===== config.mk =====
export PLATFORM = sky130hd
export DESIGN_NAME = serial_tx_port
export DESIGN_NICKNAME = d
export VERILOG_FILES = /design/src/rtl/serial_tx_port.sv
export SDC_FILE = /design/constraint.sdc
export NUM_CORES = 1
export LEC_CHECK = 0
export BUFFER_PORTS_ARGS = -buffer_cell sky130_fd_sc_hd__buf_2
export CAP_MARGIN = 20
export CORE_ASPECT_RATIO = 0.8
export CORE_MARGIN = 8
export CORE_UTILIZATION = 50
export CTS_CLUSTER_DIAMETER = 30
export DETAILED_ROUTE_END_ITERATION = 10
export PLACE_DENSITY = 0.76
export SYNTH_ARGS = -nofsm -noshare
export SYNTH_HDL_FRONTEND = slang
export SYNTH_SLANG_ARGS = --single-unit

===== constraint.sdc =====
create_clock -name clk -period 2.71 [get_ports clk]
set_input_delay 0.271 -clock clk [delete_from_list [all_inputs] [get_ports clk]]
set_output_delay 0.271 -clock clk [all_outputs]
set_load 0.05 [all_outputs]

===== src/rtl/serial_tx_port.sv =====
module serial_tx_port #(
  parameter int DIV_W     = 16,
  parameter int DIV_RESET = 435
) (
  input  logic        clk,
  input  logic        rst_n,
  input  logic        bus_valid,
  input  logic        bus_write,
  input  logic [3:0]  bus_addr,
  input  logic [31:0] bus_wdata,
  output logic [31:0] bus_rdata,
  output logic        tx_o
);
  localparam int FRAME_BITS = 10;
  localparam int IDX_W      = $clog2(FRAME_BITS);
  localparam logic [IDX_W-1:0] LAST_IDX = IDX_W'(FRAME_BITS - 1);

  logic             enable, busy;
  logic [DIV_W-1:0] period, frame_period, tick;
  logic [IDX_W-1:0] idx;
  logic [FRAME_BITS-1:0] shreg;

  wire [1:0] sel     = bus_addr[3:2];
  wire       wr      = bus_valid && bus_write;
  wire       rd      = bus_valid && !bus_write;
  wire       wr_data = wr && sel == 2'd0;
  wire       wr_ctrl = wr && sel == 2'd1;
  wire       wr_per  = wr && sel == 2'd3;
  wire       stop_en = wr_ctrl && !bus_wdata[0];
  wire       accept  = wr_data && enable && !busy;
  wire       bit_end = busy && tick == frame_period - 1'b1;

  logic unused_bits;
  assign unused_bits = ^{bus_wdata[31:DIV_W], bus_addr[1:0]};

  always_ff @(posedge clk or negedge rst_n) begin
    if (!rst_n) begin
      enable       <= 1'b0;
      period       <= DIV_W'(DIV_RESET);
      busy         <= 1'b0;
      shreg        <= '1;
      tick         <= '0;
      idx          <= '0;
      frame_period <= DIV_W'(1);
    end else begin
      if (wr_ctrl) enable <= bus_wdata[0];
      if (wr_per)
        period <= (bus_wdata[DIV_W-1:0] == '0) ? DIV_W'(1) : bus_wdata[DIV_W-1:0];
      if (stop_en) begin
        busy  <= 1'b0;
        shreg <= '1;
      end else if (accept) begin
        busy         <= 1'b1;
        shreg        <= {1'b1, bus_wdata[7:0], 1'b0};
        tick         <= '0;
        idx          <= '0;
        frame_period <= period;
      end else if (busy) begin
        if (bit_end) begin
          tick <= '0;
          if (idx == LAST_IDX) begin
            busy <= 1'b0;
          end else begin
            shreg <= {1'b1, shreg[FRAME_BITS-1:1]};
            idx   <= idx + 1'b1;
          end
        end else begin
          tick <= tick + 1'b1;
        end
      end
    end
  end

  assign tx_o = busy ? shreg[0] : 1'b1;

  always_comb begin
    bus_rdata = '0;
    if (rd) begin
      case (sel)
        2'd1:    bus_rdata = {31'b0, enable};
        2'd2:    bus_rdata = {30'b0, busy, !busy};
        2'd3:    bus_rdata = 32'(period);
        default: bus_rdata = '0;
      endcase
    end
  end

  AST_OFF_IDLE: assert property (@(posedge clk) disable iff (!rst_n)
    !enable |-> tx_o);
  AST_ACCEPT_START: assert property (@(posedge clk) disable iff (!rst_n)
    (wr_data && enable && !busy && !stop_en) |=> (busy && !tx_o));
  AST_BUSY_SOURCE: assert property (@(posedge clk) disable iff (!rst_n)
    $rose(busy) |-> $past(wr_data && enable));
  AST_PERIOD_HELD: assert property (@(posedge clk) disable iff (!rst_n)
    (busy && $past(busy)) |-> $stable(frame_period));
  AST_ABORT_IDLE: assert property (@(posedge clk) disable iff (!rst_n)
    stop_en |=> (!busy && tx_o));
  AST_PERIOD_NONZERO: assert property (@(posedge clk) disable iff (!rst_n)
    period != '0);
endmodule


# [Word-level counts from Yosys, hierarchy flattened]
# Index checks and enable logic that the tools add are counted.
[op_classes] n_mux=21 eq_ne=7 bitwise=1 n_addsub=3 reduce_logical=22
[ops] cell="16-bit 2-to-1 mux" n=5
[ops] cell="10-bit 2-to-1 mux" n=5
[ops] cell="16-bit one-hot mux with 3 select lines" n=1
[ops] cell="16-bit by 1-bit adder with 16-bit output (second input constant)" n=1
[ops] cell="16-bit equality test" n=1
[ops] cell="16-bit logical NOT" n=1
[ops] cell="4-bit 2-to-1 mux" n=4
[ops] cell="16-bit by 1-bit subtractor with 16-bit output (second input constant)" n=1
[ops] cell="1-bit logical AND" n=9
[ops] cell="1-bit 2-to-1 mux" n=6
[ops] cell="3-bit nonzero test" n=2
[ops] cell="4-bit by 1-bit adder with 4-bit output (second input constant)" n=1
[ops] cell="2-bit equality test (second input constant)" n=2
[ops] cell="4-bit equality test (second input constant)" n=1
[ops] cell="2-bit AND reduction" n=2
[ops] cell="4-bit AND reduction" n=1
[ops] cell="2-bit nonzero test" n=2
[ops] cell="1-bit logical NOT" n=3
[ops] cell="3-bit inequality test (second input constant)" n=1
[ops] cell="3-bit AND reduction" n=1
[ops] cell="2-bit by 1-bit equality test with 1-bit output (second input constant)" n=1
[ops] cell="2-bit logical NOT" n=1
[ops] cell="2-bit inequality test (second input constant)" n=1
[ops] cell="1-bit inverter" n=1
[totals] ff_bits=64 out_inout_bits=33 elab_cells=61 input_bits=40

# [Logic depth before layout (Yosys ltp)]
# Gate-level depths: netlist (run 1).
[logic_depth] word_depth=7 ltp_mapped=12 mapped_depth_nobuf=10

# [Worst setup path after synthesis (run 1)]
# OpenSTA, ideal clock, no wires.
[synth_timing] path_type="reg2reg" start="register frame_period[0]" end="register tick[3]" setup_time_ps=126 stages_incl_launch_ff=12 path_buffers=1 period_less_slack_ps=2893 t_arrival_ps=2767 slack_ps=-183 required_time_ps=2584 cell_sequence="dfstp_2 inv_1 ha_1 or4b_1 nand2b_1 o311ai_1 a32oi_1 or3b_4 o21a_4 buf_6 and3_1 a221o_1"
[synth_via] elab_chain_len=6
[synth_lines] item="start: declaration" line_no="19" text="logic [DIV_W-1:0] period, frame_period, tick;"
[synth_lines] item="start signal: assignment" line_no="57" text="frame_period <= period;"
[synth_lines] item="16-bit by 1-bit subtractor with 16-bit output" line_no="31" text="wire bit_end = busy && tick == frame_period - 1'b1;"
[synth_lines] item="16-bit equality test" line_no="31"
[synth_lines] item="1-bit logical AND" line_no="31"
[synth_lines] item="16-bit 2-to-1 mux" line_no="59" text="if (bit_end) begin"
[synth_lines] item="16-bit 2-to-1 mux" line_no="58" text="end else if (busy) begin"
[synth_lines] item="16-bit 2-to-1 mux" line_no="52" text="end else if (accept) begin"
[synth_lines] item="end signal: assignment" line_no="68" text="tick <= tick + 1'b1;"
[synth_lines] item="end: declaration" line_no="19"
# No other way between the ends. The select of a mux whose other input is x is not followed.
# A chain may end at the register's enable or synchronous reset.

# [Worst setup path after layout (run 1)]
[layout_timing] start="register frame_period[2]" end="register tick[13]"
# Same word-level chain as after synthesis.

==> results of run 1 <==
==> state kept, by name (all words and copies together) (netlist names) <==
register	cells
busy	1
period	16
enable	1
frame_period	16
idx	4
shreg	9
tick	16
==> cells by family (layout without fill, tap and decap cells) <==
group | count (synthesis) | after routing | share of synthesized area, %
buf+inv | 41 | 106 | 6.39
flops | 63 | 63 | 41.6
other cells | 1 | 16 | 0.0978
xor+xnor | 17 | 17 | 3.88
simple gates | 150 | 150 | 23.1
mux | 34 | 34 | 9.95
compound gates | 74 | 77 | 13.6
fa+ha+maj | 4 | 4 | 1.31
==> path summary, 6_finish.rpt <==
| kind | cells past startpoint | end | slack (ns) | from |
|---|---|---|---|---|
| max | 10 | tick[13] | -0.08 | frame_period[2] |
| min | 1 | frame_period[13] | -0.01 | rst_n |
| max reg2reg | 10 | tick[13] | -0.08 | frame_period[2] |
| min reg2reg | 2 | period[0] | 0.51 | period[0] |
| max in group asynchronous | 2 | period[1] | 2.03 | rst_n |
| min in group clk | 2 | period[15] | 0.17 | bus_wdata[15] |
==> placed cells by master (no fill, tap or decap), types with 4 or more instances in the layout <==
| cell type | n |
|---|---|
| mux2i_1 | 4 |
| xor2_1 | 8 |
| and3_1 | 12 |
| o21ai_0 | 11 |
| buf_4 | 36 |
| a21oi_2 | 7 |
| and2_1 | 14 |
| nor4_1 | 4 |
| nand2b_1 | 10 |
| buf_2 | 38 |
| conb_1 | 16 |
| inv_1 | 6 |
| a221o_1 | 8 |
| nand3_1 | 9 |
| buf_6 | 7 |
| a21oi_1 | 6 |
| mux2_2 | 29 |
| dfrtp_1 | 45 |
| o21a_4 | 4 |
| dfstp_2 | 16 |
| o21ai_1 | 6 |
| nor3_1 | 8 |
| nor2_1 | 19 |
| xnor2_1 | 9 |
| nand4_1 | 4 |
| a31oi_1 | 14 |
| nand2_1 | 34 |
| clkbuf_8 | 10 |
==> critical path, delay by kind of cell (launching register included) <==
family	cells	cell delay, ns
AOI/OAI and AO/OA	5	1.13
and+or+nand+nor	3	0.86
buffers and inverters	2	0.27
DFF	1	0.44
==> where the power goes <==
| part | switching [uW] | leakage [uW] | total, uW | internal [uW] |
|---|---|---|---|---|
| Sequential | 281 | 0.000769 | 1560 | 1280 |
| Clock | 367 | 0.0000905 | 721 | 353 |
| Combinational | 1100 | 0.00129 | 2140 | 1030 |
==> final cells by class <==
class	count	area share (%)
multi-input combinational	298	47.7
tap	105	2.76
timing repair buffer	82	11.8
clock buffer	12	3.05
sequential	63	33.6
inverter	8	0.631
clock inverter	4	0.447
==> metal layers <==
metal	vias to the layer above	part of all wire (%)	track usage, %
met4	0	0.82	3.54
met1	1594	45	24.5
li1	1540	-	-
met5	-	0	0
met3	12	6.5	5.61
met2	107	48	29.4
==> per-stage QoR <==
stage / setup slack (ns) / total power [uW] / instance area, sq um / setup TNS (ns) / utilization (%)
6_report: -0.0785 / 4420 / 4760 / -0.590 / 64.0
2_1_floorplan: -0.0595 / 2780 / 3940 / -0.0595 / -
5_1_grt: -0.183 / 4680 / 4760 / -3.59 / 64.0
3_3_place_gp: -0.0951 / 3230 / 4280 / -0.250 / 57.6
3_5_place_dp: -0.158 / 3300 / 4280 / -1.53 / 57.6
4_1_cts: -0.0740 / 4300 / 4680 / -0.490 / 63.0
==> timing repair <==
item,CTS,global route
pin swaps,27,12
endpoints found under the setup margin,26,28
resized for setup,26,12
buffers inserted,12,3
cloned,3,0
==> results.json, run 1 <==
{
  "status": "finished, violations left",
  "violations": "negative hold slack, negative setup slack",
  "gp_congestion": 0.919,
  "dieArea_sq_um": 10700,
  "grt_setup_unrepaired": "yes",
  "slew_headroom_pct": 30.2,
  "grt_pass1_vias": 3166,
  "setup_viol": 24,
  "ant_nets": 0,
  "dieWidth_um": 114,
  "cpMostUsedCell": "buf_6",
  "yosysTopAreaCell": "dfrtp_1",
  "multi_input_area_sq_um": 2270,
  "n_antenna_cell": 0,
  "ys_warn_count": 0,
  "fin_ws_ns": -0.0785,
  "tightest_slew_ns": 1.04,
  "totalWireLength_mm": 9.71,
  "worstSetupStartpointType": "flip-flop",
  "port_buffers": 38,
  "postSynthAreaPerCell_sq_um": 9.99,
  "hpwlAfterDp_mm": 6.68,
  "fmax_ghz": 0.359,
  "syn-instance-count": 384,
  "placed_cells": 538,
  "critical_path_required_ns": 2.97,
  "wl_per_cell_um": 17.0,
  "finalCritPeriodShare_pct": 103,
  "synthTopCellsByCount": "47 x dfrtp_1, 34 x nand2_1, 29 x mux2_2, 19 x nor2_1",
  "die_h_um": 94.3,
  "grt_usage_pct": 18.4,
  "drc": 0,
  "critPathMaxFanout": 6,
  "clock_path_buffers": 2,
  "cts_max_level": 3,
  "grt_pass1_wl_mm": 15.8,
  "yosysMostFrequentCell": "dfrtp_1",
  "coreArea_sq_um": 7430,
  "syn2layout_area_growth_pct": 24.0,
  "cp_data_arrival_time_ns": 3.05,
  "via_count": 3253,
  "clkTransAtPathRegs_ns": 0.07,
  "final.fill_count": 609,
  "power_density_nw_per_um2": 929,
  "numCtsBuffers": 9,
  "power_leakage_uw": 0.00215,
  "ys_seq_elements": 63,
  "hold_viol": 25,
  "start_util_pct": 51.6,
  "drive_above_1_share_pct": 40.7,
  "cts.sinks": 63,
  "pin_count": 73,
  "rows": 28,
  "critical_path_class": "reg2reg",
  "ir_drop_mv": 0.481,
  "final_nets": 506,
  "viasPerCell": 5.69,
  "synth_edf_count": 0,
  "clock_skew_ns": 0.0106,
  "drtPass1Iterations": 5,
  "synth_ff_type": "dfrtp_1",
  "cts_hold_buf": 0,
  "grt_overflow": 0,
  "holdWs_ns": -0.0108,
  "synth_area_leaders": "dfrtp_1 31%, dfstp_2 11%, mux2_2 8.5%",
  "cts_tree": "built",
  "timing.max_cap.violations": 0,
  "drt-initial-drc-count": 273,
  "async_flop_share_pct": 100,
  "insertion_delay_ns": 0.34,
  "endpoint_kind": "flip-flop",
  "crit_slowest_cell": "or4b_4",
  "synth_top_area_share_pct": 30.7,
  "hp-class": "in2async",
  "path_cells": "buf_6 -> or4b_4 -> o41ai_4 -> o21ai_1 -> a211oi_2 -> nand3b_1 -> o21a_4 -> buf_6 -> nand2b_4 -> a31oi_2",
  "slew_violations": 0,
  "cts-root-buf": "clkbuf_8",
  "period_minus_slack_ns": 2.79,
  "antenna_found_initial": 0,
  "ys_seq_area_share_pct": 41.6,
  "register_area_sq_um": 1600,
  "synth_area_sq_um": 3830,
  "synth_cell_types": 64,
  "crit_path_max_incr_delay_ns": 0.56,
  "grt_start_max_net_pins": 33,
  "fin_cells": 572
}
(Power assumes the default switching activity.)
==> run 2, diff against run 1 <==
CORE_MARGIN = 1   (was 8)
==> results.json, run 2 (same netlist as run 1, synthesis figures left out) <==
{
  "internal-power_uw": 2770,
  "hp-class": "in2reg",
  "coreArea_sq_um": 7430,
  "reg_top3": "frame_period: 16 flops, period: 16 flops, tick: 16 flops",
  "p_seq_share_pct": 34.4,
  "grt_pass1_vias": 3301,
  "critical_path_required_ns": 2.99,
  "timing.max_cap.violations": 0,
  "worstSetupStartpointType": "flip-flop",
  "power_density_nw_per_um2": 947,
  "drc": 0,
  "multi_input_area_sq_um": 2260,
  "clock_power_share_pct": 17.9,
  "status": "finished, violations left",
  "rr_startpoint": "frame_period[7]",
  "antenna_found_initial": 0,
  "hpwlAfterDp_mm": 6.65,
  "drt-initial-drc-count": 250,
  "slew_violations": 0,
  "fin_cells": 579,
  "dieWidth_um": 99.9,
  "rows": 28,
  "layout_common_cells": "46 x dfrtp_1, 40 x buf_4, 39 x buf_2, 34 x nand2_1, 29 x mux2_2",
  "syn2layout_area_growth_pct": 26.2,
  "drive_above_1_share_pct": 41.6,
  "wl_met1_mm": 4.49,
  "layout_commonest_cell": "dfrtp_1",
  "clock_skew_ns": 0.00660,
  "hold_viol": 0,
  "hp-start": "bus_wdata[7]",
  "violations": "negative setup slack",
  "clkTransAtPathRegs_ns": 0.07,
  "grt_start_max_net_pins": 32,
  "power_leakage_uw": 0.00220,
  "numCtsBuffers": 9,
  "drtPass1Iterations": 5,
  "power.switching_uw": 1810,
  "gp_congestion": 0.860,
  "start_util_pct": 51.6,
  "grt_overflow": 0,
  "finalCritPeriodShare_pct": 108,
  "cts_max_level": 3,
  "final_nets": 513,
  "dpl-instance-area_sq_um": 4310,
  "grt_pass1_wl_mm": 16.8,
  "dieArea_sq_um": 8030,
  "cts-root-buf": "clkbuf_8",
  "final_area_sq_um": 4840,
  "grt_setup_unrepaired": "yes",
  "crit_path_max_incr_delay_ns": 0.62,
  "grt_usage_pct": 27.4,
  "insertion_delay_ns": 0.35,
  "viasPerCell": 5.73,
  "final.fill_count": 577,
  "cts.sinks": 63,
  "tightest_slew_ns": 1.04,
  "port_buffers": 38,
  "pin_count": 73,
  "via_count": 3317,
  "crit_slowest_cell": "or4_1",
  "cp_data_arrival_time_ns": 3.21,
  "period_minus_slack_ns": 2.94,
  "fmax_ghz": 0.341,
  "dr_wl_met2_mm": 4.82,
  "die_h_um": 80.3,
  "utilization_pct": 65.2,
  "totalWireLength_mm": 10.0,
  "fin_ws_ns": -0.226,
  "n_antenna_cell": 0,
  "slew_headroom_pct": 30.4,
  "placed_cells": 541,
  "setup_viol": 29,
  "startpoint": "frame_period[7]",
  "top_layer_used": "met4",
  "path_cells": "or4_1 -> o41ai_4 -> and3_1 -> a211oi_2 -> buf_4 -> buf_12 -> nor4_4 -> nor2_2 -> a221o_1",
  "ir_drop_mv": 0.575,
  "power_frac_comb_pct": 47.7,
  "wl_per_cell_um": 17.3,
  "endpoint_kind": "flip-flop",
  "critical_path_class": "reg2reg",
  "ant_nets": 0,
  "cts_tree": "built",
  "register_area_sq_um": 1600,
  "dr_wl_met3_um": 483,
  "critPathMaxFanout": 7,
  "clock_path_buffers": 2,
  "netSwitchingFraction_pct": 39.5
}
-- run 2: changes by cell type in the layout (fill, tap and decap cells not counted), moves of 2 or more --
| cell | delta |
|---|---|
| a21oi_2 | +2 |
| o2111ai_1 | -2 |
| clkbuf_1 | -2 |
| buf_4 | +4 |
| clkinv_4 | +2 |
| o2111ai_2 | +2 |
| clkinv_2 | -2 |
| a31oi_1 | +2 |
| a21oi_1 | -2 |
-- run 2: power by group through the flow --
stage / clock [uW] / sequential [uW] / combinational, uW
after global placement: 0 / 1540 / 1770
after CTS: 830 / 1550 / 2110
after floorplan: 0 / 1510 / 1270
after global routing: 864 / 1620 / 2370
after detailed placement: 0 / 1560 / 1840
final: 821 / 1580 / 2190
-- run 2: timing repair --
action,4_1_cts,5_1_grt
hold endpoints to repair,16,0
gates resized for setup,30,7
pin swaps,19,11
setup buffers,15,2
setup endpoints to repair,23,30
hold buffers,1,0
gates cloned,4,0
-- run 2: layer usage --
layer | GRT usage, % | vias to the layer above
met4 | 9.41 | 0
met3 | 5.22 | 23
li1 | - | 1548
met2 | 45.5 | 124
met5 | 0 | -
met1 | 36.0 | 1622
-- run 2: final timing paths --
| check | end | slack [ns] | cells after the start |
|---|---|---|---|
| worst max-delay path | shreg[7] | -0.23 | 9 |
| worst min-delay path | shreg[8] | 0.16 | 3 |
| worst max register to register | shreg[7] | -0.23 | 9 |
| worst min register to register | period[0] | 0.50 | 2 |
| max in group asynchronous | shreg[8] | 1.59 | 3 |
| min in group asynchronous | period[14] | 0.38 | 2 |
-- run 2: critical path, delay by kind of cell, from the launching register on --
family	cells	cell delay, ns
buffers and inverters	2	0.28
AOI/OAI and AO/OA	3	0.79
and+or+nand+nor	4	1.38
DFF	1	0.42
-- run 2: layout make-up --
| class | count | area share, % |
|---|---|---|
| Clock buffer | 9 | 2.56 |
| Inverter | 8 | 0.620 |
| Sequential cell | 63 | 33.0 |
| Timing Repair Buffer | 89 | 12.9 |
| Tap cell | 105 | 2.71 |
| Multi-Input combinational cell | 298 | 46.7 |
| Clock inverter | 7 | 1.50 |
-- run 2: stage by stage --
step	TNS (ns)	power, uW	setup slack (ns)	hold WS (ns)
after global placement	-1.06	3310	-0.164	0.217
after CTS	-2.09	4490	-0.148	0.152
after floorplan	-0.0595	2780	-0.0595	-0.0246
after global routing	-7.23	4850	-0.311	0.168
final	-4.67	4580	-0.226	0.159
after detailed placement	-1.99	3400	-0.192	0.215
